### config.mk
export PLATFORM = sky130hd
export DESIGN_NAME = lsw_fault_mgr
export DESIGN_NICKNAME = d
export VERILOG_FILES = /design/src/rtl/lsw_pkg.sv /design/src/rtl/lsw_sync.sv /design/src/rtl/lsw_persist.sv /design/src/rtl/lsw_ch1_ctl.sv /design/src/rtl/lsw_ch2_ctl.sv /design/src/rtl/lsw_fault_mgr.sv
export SDC_FILE = /design/constraint.sdc
export NUM_CORES = 1
export LEC_CHECK = 0
export BUFFER_PORTS_ARGS = -buffer_cell sky130_fd_sc_hd__clkbuf_2
export CAP_MARGIN = 20
export CELL_PAD_IN_SITES_DETAIL_PLACEMENT = 0
export CELL_PAD_IN_SITES_GLOBAL_PLACEMENT = 2
export CORE_ASPECT_RATIO = 1.25
export CORE_MARGIN = 2
export CORE_UTILIZATION = 42
export CTS_BUF_LIST = sky130_fd_sc_hd__clkbuf_8 sky130_fd_sc_hd__clkbuf_16
export DETAILED_ROUTE_END_ITERATION = 16
export MAX_ROUTING_LAYER = met4
export PLACE_DENSITY_LB_ADDON = 0.2
export SYNTH_ARGS = -nofsm -noshare
export SYNTH_HDL_FRONTEND = slang
export SYNTH_SLANG_ARGS = --single-unit
### constraint.sdc
create_clock -name clk -period 5.6 [get_ports clk]
set_input_delay 0.56 -clock clk [delete_from_list [all_inputs] [get_ports clk]]
set_output_delay 0.56 -clock clk [all_outputs]
set_load 0.05 [all_outputs]
### src/rtl/lsw_pkg.sv
package lsw_pkg;
  // Bit positions inside the synchronized input vector
  localparam int IDX_CMD1 = 0;
  localparam int IDX_CMD2 = 1;
  localparam int IDX_OL1  = 2;
  localparam int IDX_OC1  = 3;
  localparam int IDX_OT1  = 4;
  localparam int IDX_OC2  = 5;
  localparam int IDX_OT2  = 6;
  localparam int NUM_IN   = 7;
endpackage

### src/rtl/lsw_sync.sv
module lsw_sync #(
  parameter int W      = 7,
  parameter int STAGES = 2
) (
  input  logic         clk,
  input  logic         rst_n,
  input  logic [W-1:0] d_i,
  output logic [W-1:0] q_o
);
  logic [W-1:0] stage_q [STAGES];

  for (genvar s = 0; s < STAGES; s++) begin : g_stage
    if (s == 0) begin : g_first
      always_ff @(posedge clk or negedge rst_n)
        if (!rst_n) stage_q[0] <= '0;
        else        stage_q[0] <= d_i;
    end else begin : g_rest
      always_ff @(posedge clk or negedge rst_n)
        if (!rst_n) stage_q[s] <= '0;
        else        stage_q[s] <= stage_q[s-1];
    end
  end

  assign q_o = stage_q[STAGES-1];
endmodule

### src/rtl/lsw_persist.sv
module lsw_persist #(
  parameter int LIM = 4
) (
  input  logic clk,
  input  logic rst_n,
  input  logic din_i,
  output logic det_o
);
  localparam int CW = $clog2(LIM + 1);
  localparam logic [CW-1:0] LIMV = CW'(LIM);

  logic [CW-1:0] cnt_q;

  always_ff @(posedge clk or negedge rst_n) begin
    if (!rst_n)              cnt_q <= '0;
    else if (!din_i)         cnt_q <= '0;
    else if (cnt_q != LIMV)  cnt_q <= cnt_q + 1'b1;
  end

  assign det_o = (cnt_q == LIMV);


  det_needs_input_chk: assert property (@(posedge clk) disable iff (!rst_n)
    det_o |-> $past(din_i));
endmodule

### src/rtl/lsw_ch1_ctl.sv
module lsw_ch1_ctl (
  input  logic clk,
  input  logic rst_n,
  input  logic cmd_i,
  input  logic ol_det_i,
  input  logic oc_det_i,
  input  logic ot_i,
  output logic gate_o,
  output logic stat_n_o,
  output logic txoff_o
);
  logic cmd_d, rise, fall;
  logic ol_lat, oc_lat;
  logic gate_q, stat_q, txoff_q;

  assign rise = cmd_i & ~cmd_d;
  assign fall = ~cmd_i & cmd_d;

  always_ff @(posedge clk or negedge rst_n) begin
    if (!rst_n) begin
      cmd_d   <= 1'b0;
      ol_lat  <= 1'b0;
      oc_lat  <= 1'b0;
      gate_q  <= 1'b0;
      stat_q  <= 1'b1;
      txoff_q <= 1'b0;
    end else begin
      cmd_d <= cmd_i;
      // open-load: set by confirmed detection, released by command rise
      if (rise)          ol_lat <= 1'b0;
      else if (ol_det_i) ol_lat <= 1'b1;
      // overcurrent: set by confirmed detection, released by command fall
      if (fall)          oc_lat <= 1'b0;
      else if (oc_det_i) oc_lat <= 1'b1;
      gate_q  <= cmd_i & ~oc_lat & ~ot_i;
      stat_q  <= ~(ol_lat | oc_lat | ot_i);
      txoff_q <= ot_i;
    end
  end

  assign gate_o   = gate_q;
  assign stat_n_o = stat_q;
  assign txoff_o  = txoff_q;


  oc_blocks_gate_chk: assert property (@(posedge clk) disable iff (!rst_n)
    oc_lat |=> (!gate_q && !stat_q));

  oc_holds_chk: assert property (@(posedge clk) disable iff (!rst_n)
    (oc_lat && cmd_i) |=> oc_lat);

  ol_holds_chk: assert property (@(posedge clk) disable iff (!rst_n)
    (ol_lat && !cmd_i) |=> (ol_lat && !stat_q));

  ot1_shutdown_chk: assert property (@(posedge clk) disable iff (!rst_n)
    ot_i |=> (!gate_q && !stat_q && txoff_q));
endmodule

### src/rtl/lsw_ch2_ctl.sv
module lsw_ch2_ctl #(
  parameter int RETRY_CYC = 100
) (
  input  logic clk,
  input  logic rst_n,
  input  logic cmd_i,
  input  logic oc_det_i,
  input  logic ot_i,
  output logic gate_o
);
  localparam int TW = $clog2(RETRY_CYC + 1);
  localparam logic [TW-1:0] RETRY_V = TW'(RETRY_CYC);

  logic [TW-1:0] tmr_q;
  logic          gate_q;
  logic          idle;

  assign idle = (tmr_q == '0);

  always_ff @(posedge clk or negedge rst_n) begin
    if (!rst_n) begin
      tmr_q  <= '0;
      gate_q <= 1'b0;
    end else begin
      if (idle && oc_det_i) tmr_q <= RETRY_V;
      else if (!idle)       tmr_q <= tmr_q - 1'b1;
      gate_q <= cmd_i & idle & ~oc_det_i & ~ot_i;
    end
  end

  assign gate_o = gate_q;


  retry_off_chk: assert property (@(posedge clk) disable iff (!rst_n)
    !idle |=> !gate_q);

  ot2_shutdown_chk: assert property (@(posedge clk) disable iff (!rst_n)
    ot_i |=> !gate_q);
endmodule

### src/rtl/lsw_fault_mgr.sv
module lsw_fault_mgr #(
  parameter int SYNC_STAGES = 2,
  parameter int OL_FILT_CYC = 24,
  parameter int OC_FILT_CYC = 4,
  parameter int RETRY_CYC   = 100
) (
  input  logic clk,
  input  logic rst_n,
  input  logic cmd1_i,
  input  logic cmd2_i,
  input  logic ol1_i,
  input  logic oc1_i,
  input  logic ot1_i,
  input  logic oc2_i,
  input  logic ot2_i,
  output logic gate1_o,
  output logic gate2_o,
  output logic stat1_n_o,
  output logic txoff_o
);
  import lsw_pkg::*;

  logic [NUM_IN-1:0] raw, syn;
  logic ol1_det, oc1_det, oc2_det;

  always_comb begin
    raw           = '0;
    raw[IDX_CMD1] = cmd1_i;
    raw[IDX_CMD2] = cmd2_i;
    raw[IDX_OL1]  = ol1_i;
    raw[IDX_OC1]  = oc1_i;
    raw[IDX_OT1]  = ot1_i;
    raw[IDX_OC2]  = oc2_i;
    raw[IDX_OT2]  = ot2_i;
  end

  lsw_sync #(.W(NUM_IN), .STAGES(SYNC_STAGES)) u_sync (
    .clk(clk), .rst_n(rst_n), .d_i(raw), .q_o(syn));

  // open-load only qualifies while channel 1 is commanded off
  lsw_persist #(.LIM(OL_FILT_CYC)) u_ol1_filt (
    .clk(clk), .rst_n(rst_n),
    .din_i(syn[IDX_OL1] & ~syn[IDX_CMD1]), .det_o(ol1_det));

  lsw_persist #(.LIM(OC_FILT_CYC)) u_oc1_filt (
    .clk(clk), .rst_n(rst_n), .din_i(syn[IDX_OC1]), .det_o(oc1_det));

  lsw_persist #(.LIM(OC_FILT_CYC)) u_oc2_filt (
    .clk(clk), .rst_n(rst_n), .din_i(syn[IDX_OC2]), .det_o(oc2_det));

  lsw_ch1_ctl u_ch1 (
    .clk(clk), .rst_n(rst_n),
    .cmd_i(syn[IDX_CMD1]), .ol_det_i(ol1_det), .oc_det_i(oc1_det),
    .ot_i(syn[IDX_OT1]),
    .gate_o(gate1_o), .stat_n_o(stat1_n_o), .txoff_o(txoff_o));

  lsw_ch2_ctl #(.RETRY_CYC(RETRY_CYC)) u_ch2 (
    .clk(clk), .rst_n(rst_n),
    .cmd_i(syn[IDX_CMD2]), .oc_det_i(oc2_det), .ot_i(syn[IDX_OT2]),
    .gate_o(gate2_o));


  reset_state_chk: assert property (@(posedge clk)
    !rst_n |=> (!gate1_o && !gate2_o && stat1_n_o && !txoff_o) || rst_n);
endmodule

[Word-level counts from Yosys, hierarchy flattened]
Cells that the tools add are included.
Cells by class
  equality and inequality tests: 10
  bitwise logic cells: 17
  reductions and logical operators: 4
  muxes and demuxes: 12
  add/sub/neg operators: 4
Operators by type and width (number)
  $mux W7: 2
  $mux W3: 4
  $mux W5: 2
  $and A1 B1 Y1: 8
  $logic_not A7 Y1: 1
  $not A1 Y1: 7
  $sub A7 B1 Y7 const B: 1
  $add A3 B1 Y3 const B: 2
  $eq A3 B3 Y1 const B: 2
  $ne A3 B3 Y1 const B: 2
  $add A5 B1 Y5 const B: 1
  $eq A5 B5 Y1 const B: 1
  $ne A5 B5 Y1 const B: 1
  $mux W1: 4
  $ne A2 B1 Y1 const B: 2
  $ne A2 B2 Y1 const B: 2
  $reduce_bool A2 Y1: 2
  $or A1 B1 Y1: 2
  $logic_and A1 B1 Y1: 1
Storage, ports and cells
  input port bits: 9
  flip-flop bits (word level): 39
  output and inout port bits: 4
  logic and storage cells: 60

[Logic depth before layout (Yosys ltp)]
Gate-level depths: netlist (run 1).
  depth after elaboration: 4
  gate-level depth with buffers: 5
  gate-level depth less buffers: 5

[Cells and area by module]
Synthesis (run 1) repeated with hierarchy kept, for this count alone.
Second synthesis, totals
  cells, all modules: 131
  area, all modules: 1645.3 µm²
By module, submodules not included
  lsw_ch2_ctl: times used 1, sequential area each 200.2 µm², cells each 36, area each 407.9 µm²
  lsw_sync: times used 1, sequential area each 350.3 µm², cells each 21, area each 402.9 µm²
  lsw_persist (u_oc1_filt ...): times used 2, sequential area each 75.1 µm², cells each 17, area each 171.4 µm²
  lsw_persist (u_ol1_filt): times used 1, sequential area each 125.1 µm², cells each 27, area each 287.8 µm²
  lsw_ch1_ctl: times used 1, sequential area each 151.4 µm², cells each 12, area each 190.2 µm²
  lsw_fault_mgr: times used 1, sequential area each 0.0 µm², cells each 1, area each 13.8 µm²

[Least setup slack after synthesis (run 1)]
Ideal clock, no wire load.
  path type: register to register
  from: register u_ch2.tmr_q[0]
  to: register u_ch2.tmr_q[2]
  arrival: 1754 ps
  data required time: 5482 ps
  clock period less this slack: 1872 ps
  path buffers: 0
  stages on the path, launching flop included: 6
  path slack: 3728 ps
  setup time: 118 ps
  cell sequence: dfrtp_1 inv_1 ha_1 or4b_4 or4b_4 a21o_1
On the way
  longest elaborated chain between the ends: 3
  elaborated cells between the ends (all ways): 6
  classes of those cells: add/sub (1); eq/ne (1); mux (2); reduce/logical (2)
RTL lines
  start: declaration: line lsw_ch2_ctl.sv:14  | logic [TW-1:0] tmr_q;
  start signal: assignment: line lsw_ch2_ctl.sv:26  | else if (!idle) tmr_q <= tmr_q - 1'b1;
  $sub A7 B1 Y7 or $logic_not A7 Y1 (tied branches): line lsw_ch2_ctl.sv:26, lsw_ch2_ctl.sv:18
  $mux W7 or $logic_and A1 B1 Y1 (tied branches): line lsw_ch2_ctl.sv:26, lsw_ch2_ctl.sv:25
  $mux W7 or $ne A2 B2 Y1 (tied branches)
Several ways; a longest one is shown, not always the timed one. The select of a mux whose other input is x is not followed.
A chain may end at the register's enable or synchronous reset.

[Worst setup path after layout (run 1)]
Same ends and word-level chain as after synthesis.

==> results of run 1 <==
==> per-stage QoR <==
step	hold WS [ns]	setup WS [ns]	utilization [%]	power [mW]
6_report	0.350	3.64	49.9	0.688
5_1_grt	0.359	3.50	49.9	0.739
4_1_cts	0.355	3.62	49.9	0.702
3_5_place_dp	0.337	3.63	46.9	0.492
3_3_place_gp	0.332	3.66	46.9	0.487
2_1_floorplan	0.264	3.73	-	0.457
==> cell type report <==
type | count | area, um2 | area share [%]
sequential | 39 | 977 | 56.7
multi-input combinational | 70 | 492 | 28.5
clock buffer | 7 | 96.3 | 5.59
timing repair buffer | 12 | 60.1 | 3.49
tap | 39 | 48.8 | 2.83
inverter | 11 | 41.3 | 2.40
clock inverter | 1 | 7.51 | 0.436
==> cell usage after synthesis, types with 2 or more instances <==
master	instances	area, um2
nor2b_1	2	12.5
a21oi_1	3	15.0
nor2_1	6	22.5
o21ai_0	5	25.0
inv_1	11	41.3
xnor2_1	3	26.3
or2_2	2	12.5
ha_1	7	87.6
nand3_1	4	20.0
mux2i_1	2	20.0
nor3_1	5	25.0
nand2_1	9	33.8
a21boi_0	2	15.0
and2_1	2	12.5
dfrtp_1	38	951
a31oi_1	2	12.5
or4b_4	2	27.5
xor2_1	2	17.5
==> per-layer routing <==
layer / GRT usage, % / routed length, um / vias up
met1: 14.7 / 884 / 429
met3: 3.84 / 78 / 8
met4: 9.30 / 70 / 0
li1: - / - / 446
met2: 20.5 / 1100 / 13
met5: - / 0 / -
==> power breakdown <==
group | switching (mW) | internal [mW]
Clock | 0.0928 | 0.112
Sequential | 0.0358 | 0.322
Combinational | 0.0648 | 0.0615
==> kinds of logic (layout without fill, tap and decap cells) <==
| kind of cell | after synthesis | in the layout | synth area share, % |
|---|---|---|---|
| compound gates | 17 | 17 | 7.29 |
| xor+xnor | 5 | 5 | 2.90 |
| fa+ha+maj | 7 | 7 | 5.80 |
| buf+inv | 11 | 31 | 2.73 |
| flops | 39 | 39 | 64.7 |
| mux | 3 | 3 | 2.07 |
| simple gates | 38 | 38 | 14.5 |
==> cells in the final DEF (no fill, tap or decap), types with 3 or more instances in the layout <==
cell / n
a21oi_1: 3
clkbuf_2: 12
clkbuf_8: 7
dfrtp_1: 38
ha_1: 7
inv_1: 11
nand2_1: 9
nand3_1: 4
nor2_1: 6
nor3_1: 5
o21ai_0: 5
xnor2_1: 3
==> registers in the layout, summed over array words and instances (netlist names) <==
signal,count
u_ch2.tmr_q,7
u_sync.q_o,7
u_sync.stage_q,7
u_ol1_filt.cnt_q,5
u_oc1_filt.cnt_q,3
u_oc2_filt.cnt_q,3
u_ch1.cmd_d,1
u_ch1.gate_o,1
u_ch1.oc_lat,1
u_ch1.ol_lat,1
u_ch1.stat_n_o,1
u_ch1.txoff_o,1
u_ch2.gate_o,1
==> worst paths after layout <==
| path | startpoint | end | slack (ns) |
|---|---|---|---|
| max | u_ch2.tmr_q[0] | u_ch2.tmr_q[2] | 3.64 |
| min | u_sync.stage_q[9] | u_sync.q_o[2] | 0.35 |
| max reg2reg | u_ch2.tmr_q[0] | u_ch2.tmr_q[2] | 3.64 |
| min reg2reg | u_sync.stage_q[9] | u_sync.q_o[2] | 0.35 |
| max in group asynchronous | rst_n | u_sync.stage_q[10] | 4.64 |
| min in group asynchronous | rst_n | u_ch1.gate_o | 0.39 |
==> run_results.csv, run 1 <==
group,metric,value,unit
floorplan,die_y,71.0,um
sta,skew,0.00663,ns
clock_network,ctsHoldBuffers,0,
finish,area_growth,14.1,%
drt,via_per_inst,5.01,
clock_network,path_clk_slew,0.07,ns
sta,fin_setup_tns,0,ns
drt,dr_total_vias,896,
setup_path,path_buf_inv,1,
setup_path,end_kind,"flop",
finish,antenna_cells,0,
setup_path,criticalPathCategory,"flop to flop",
sta,setup_viol,0,
floorplan,fp-row-count,24,
floorplan,die_x,57.6,um
drt,post_drt_wl_per_cell,11.9,um
power_and_ir_drop,p_per_area,400,nW/um2
setup_path,critPathMostFrequentCell,"or4b_4",
setup_path,arrival,2.15,ns
floorplan,num_io_pins,13,
floorplan,dieArea,4090,um2
finish,drive_above_1_share,19.3,%
global_routing,grt_pass1_vias,913,
clock_network,postCtsSetupBuffers,0,
sta,slew_headroom,39.0,%
clock_network,cts.sinks,39,
run,max-cap-violations,0,
setup_path,cp_top_family,"simple AND/OR/NAND/NOR gates",
setup_path,r2r_cells,5,
place,routabilityCongestion,0.775,
hold_path,min_path_type,"flop to flop",
clock_network,cts_tree,"built",
clock_network,clock_latency,0.29,ns
floorplan,core_area,3450,um2
sta,worstMarginPinSlew,0.915,ns
power_and_ir_drop,power.leakage,0.825,nW
yosys,synth-warning-count,0,
sta,finalHoldViolCount,0,
yosys,synth-edff-count,0,
yosys,async_flop_share,100,%
clock_network,htree_levels,2,
global_routing,grt.total_usage,13.3,%
global_routing,grt_pass1_wl,3.91,mm
clock_network,cts_buffers,5,
place,hpwl,1.55,mm
finish,fillers,307,
setup_path,path_cells,"inv_1 > ha_1 > or4b_4 > or4b_4 > a21o_1",
sta,post-route-period-util,35.0,%
global_routing,gr-total-overflow,0,
setup_path,start_kind,"flop",
global_routing,antenna_found_initial,0,
finish,design_area,1720,um2
place,post-place-cells,171,
drt,antenna_left,0,
clock_network,clockBufferDepth,2,
yosys,syn_inst,120,
clock_network,root_buffer,"clkbuf_8",
hold_path,hold_depth,0,
sta,rsz0062_at_grt,"false",
finish,layout.nets,155,
sta,slew_viol_final,0,
clock_network,cts-resized-gates,0,
setup_path,crit_cells,5,
yosys,synth_cell_types,31,
setup_path,cp.required,5.79,ns
yosys,syn-mean-instance-area,12.6,um2
place,io_buffers,12,
finish,instances_no_fill,179,
yosys,syn_area,1510,um2
setup_path,worst-path-max-fanout,5,
power_and_ir_drop,ir_drop,0.228,mV
floorplan,start_util,43.7,%
drt,post-route-drc-count,0,
drt,drtPass1Iterations,4,
yosys,ys_ff_latch,39,
outcome,status,"completed",
yosys,synth_top_flop_cell,"dfrtp_1",
sta,period_minus_slack,1.96,ns
place,dpl_cell_area,1620,um2
drt,wl,2.14,mm
drt,drtIter0Drc,22,
setup_path,cp_slowest_cell,"or4b_4",
global_routing,grt_max_degree,40,
yosys,syn_nets,136,
yosys,synth.yosys.seq_area_share,64.7,%
sta,fmax,510,MHz
setup_path,max_stage_delay,0.52,ns
Power figures use the tool's default switching activity.
==> inputs of run 2 (changes only) <==
Settings changed: CORE_UTILIZATION 42 to 35.
Clock period 5.6 ns to 1.7 ns, I/O delays scaled along.
==> run 2 against run 1 <==
Compared with the run above:
- the run now ends with negative setup slack left
- fmax increased by 4.5%
- flip-flop and latch count unchanged
- hold slack got worse by 0.0019 ns
- clock skew decreased by 0.0022 ns
- die area increased by 19%
- register-to-register slack got worse by 3.8 ns
- global-route usage decreased by 1.7 points
- first-iteration DRC count increased by 9.1%
- sequential power increased to 3.2 times the previous value
- via count increased by 7.6%
- critical endpoint unchanged
- largest power group unchanged
==> run_results.csv, run 2 (synthesized netlist as in run 1, its figures left out) <==
group,metric,value,unit
floorplan,fp-row-count,26,
drt,drtPass1Iterations,4,
sta,slew_headroom,68.0,%
sta,worst_slack,-0.175,ns
hold_path,hold_depth,0,
setup_path,cp.required,1.88,ns
clock_network,cts_buffers,5,
outcome,status,"finished, violations left",
setup_path,criticalPathCategory,"flop to flop",
clock_network,root_buffer,"clkbuf_8",
hold_path,min_path_type,"flop to flop",
run,max-cap-violations,0,
sta,finalHoldViolCount,0,
drt,drtIter0Drc,24,
sta,worstMarginPinSlew,0.479,ns
sta,skew,0.00442,ns
sta,fmax,533,MHz
hold_path,worstHoldEndpoint,"u_sync.q_o[3]",
setup_path,r2r_end,"u_ch2.tmr_q[2]",
finish,fillers,393,
power_and_ir_drop,ir_drop,0.669,mV
setup_path,start_kind,"flop",
setup_path,arrival,2.05,ns
clock_network,path_clk_slew,0.07,ns
sta,setup_viol,6,
power_and_ir_drop,power.leakage,0.905,nW
global_routing,grt_max_degree,40,
finish,drive_above_1_share,24.7,%
finish,layout.nets,173,
global_routing,antenna_found_initial,0,
place,routabilityCongestion,0.749,
setup_path,end_kind,"flop",
outcome,violations,"negative setup slack",
drt,antenna_left,0,
sta,period_minus_slack,1.88,ns
finish,area_growth,25.3,%
drt,post-route-drc-count,0,
setup_path,r2r_cells,5,
floorplan,num_io_pins,13,
floorplan,dieArea,4860,um2
global_routing,gr-total-overflow,0,
sta,fin_setup_tns,-0.553,ns
floorplan,die_x,62.8,um
power_and_ir_drop,p_per_area,1250,nW/um2
setup_path,worst-path-max-fanout,3,
floorplan,core_area,4130,um2
setup_path,timing.rr.start,"u_ch2.tmr_q[1]",
hold_path,min_from,"u_sync.stage_q[10]",
clock_network,cts_tree,"built",
drt,dr_total_vias,964,
sta,hold_ws,0.348,ns
sta,rsz0062_at_grt,"true",
floorplan,start_util,36.6,%
drt,wl,2.36,mm
finish,layout_common_cells,"dfrtp_1 (38), inv_1 (12), clkbuf_2 (12), buf_4 (10), nand2_1 (9)",
finish,post-route-util,45.8,%
finish,antenna_cells,0,
setup_path,rrSetupSlack,-0.18,ns
place,hpwl,1.61,mm
global_routing,grt_pass1_wl,4.22,mm
place,io_buffers,12,
clock_network,cts.sinks,39,
clock_network,clockBufferDepth,2,
global_routing,grt.total_usage,11.7,%
sta,post-route-period-util,110,%
finish,final_common_cell,"dfrtp_1",
drt,via_per_inst,4.50,
floorplan,die_y,77.4,um
clock_network,clock_latency,0.29,ns
power_and_ir_drop,finalPower,2.37,mW
clock_network,htree_levels,2,
drt,post_drt_wl_per_cell,11.0,um
global_routing,grt_pass1_vias,991,
sta,slew_viol_final,0,
[run 2: changes by cell type in the layout (fill, tap and decap cells not counted)]
cell	before	now
dlygate4sd3_1	0	8
ha_2	0	1
mux2i_1	2	1
ha_1	7	6
nor3_1	5	4
clkbuf_8	7	5
clkinv_2	0	1
nor3_2	0	1
o21ai_0	5	4
buf_4	0	10
o21ai_1	0	1
mux2i_2	0	1
inv_1	11	12
[run 2: what timing repair did]
action | 4_1_cts | 5_1_grt
setup buffers | 1 | 0
hold buffers | 8 | 0
gates resized for setup | 1 | 2
pin swaps | 1 | 0
gates cloned | 0 | 0
endpoints found under the hold margin | 45 | 0
endpoints found under the setup margin | 5 | 7
[run 2: through the flow]
stage | setup slack [ns] | cells | cell area, um2
6_report | -0.175 | 214 | 1890
5_1_grt | -0.245 | 214 | 1890
4_1_cts | -0.178 | 214 | 1890
3_5_place_dp | -0.175 | 197 | 1710
3_3_place_gp | -0.143 | 197 | 1710
2_1_floorplan | -0.167 | 120 | 1510
[run 2: how the worst max path moves through the flow]
stage	endpoint	startpoint	cells after the start
finish	u_ch2.tmr_q[2]	u_ch2.tmr_q[1]	5
global route	u_ch2.gate_o	u_ch2.tmr_q[1]	5
CTS	u_ch2.tmr_q[2]	u_ch2.tmr_q[1]	5
detailed placement	u_ch2.tmr_q[2]	u_ch2.tmr_q[1]	5
global placement	u_ch2.tmr_q[2]	u_ch2.tmr_q[0]	5
floorplan	u_ch2.tmr_q[2]	u_ch2.tmr_q[0]	5
[run 2: area by class of cell]
class	instances	area, um2	share of cell area (%)
Timing Repair Buffer	30	215	11.4
Tap cell	56	70.1	3.70
Inverter	11	41.3	2.18
Clock buffer	5	68.8	3.64
Sequential cell	39	977	51.7
Clock inverter	3	16.3	0.860
Multi-Input combinational cell	70	503	26.6
[run 2: worst max-delay path, cell delays in order (launching register included)]
cell and delay [ns]:
dfrtp_1 0.39, inv_1 0.06, ha_2 0.16, or4b_4 0.46
or4b_4 0.52, a21o_1 0.17
[run 2: report_power, final]
part | internal [mW] | switching, mW | total [mW]
combinational | 0.333 | 0.289 | 0.621
clock | 0.280 | 0.313 | 0.594
sequential | 1.06 | 0.0908 | 1.15
total | 1.67 | 0.693 | 2.37
[run 2: routing by layer]
metal	part of all wire [%]	GRT usage, %	wire length (um)
met5	0	-	0
met4	3.3	6.67	78
met3	4.2	4.06	100
met2	50	19.2	1180
met1	42	12.2	1000
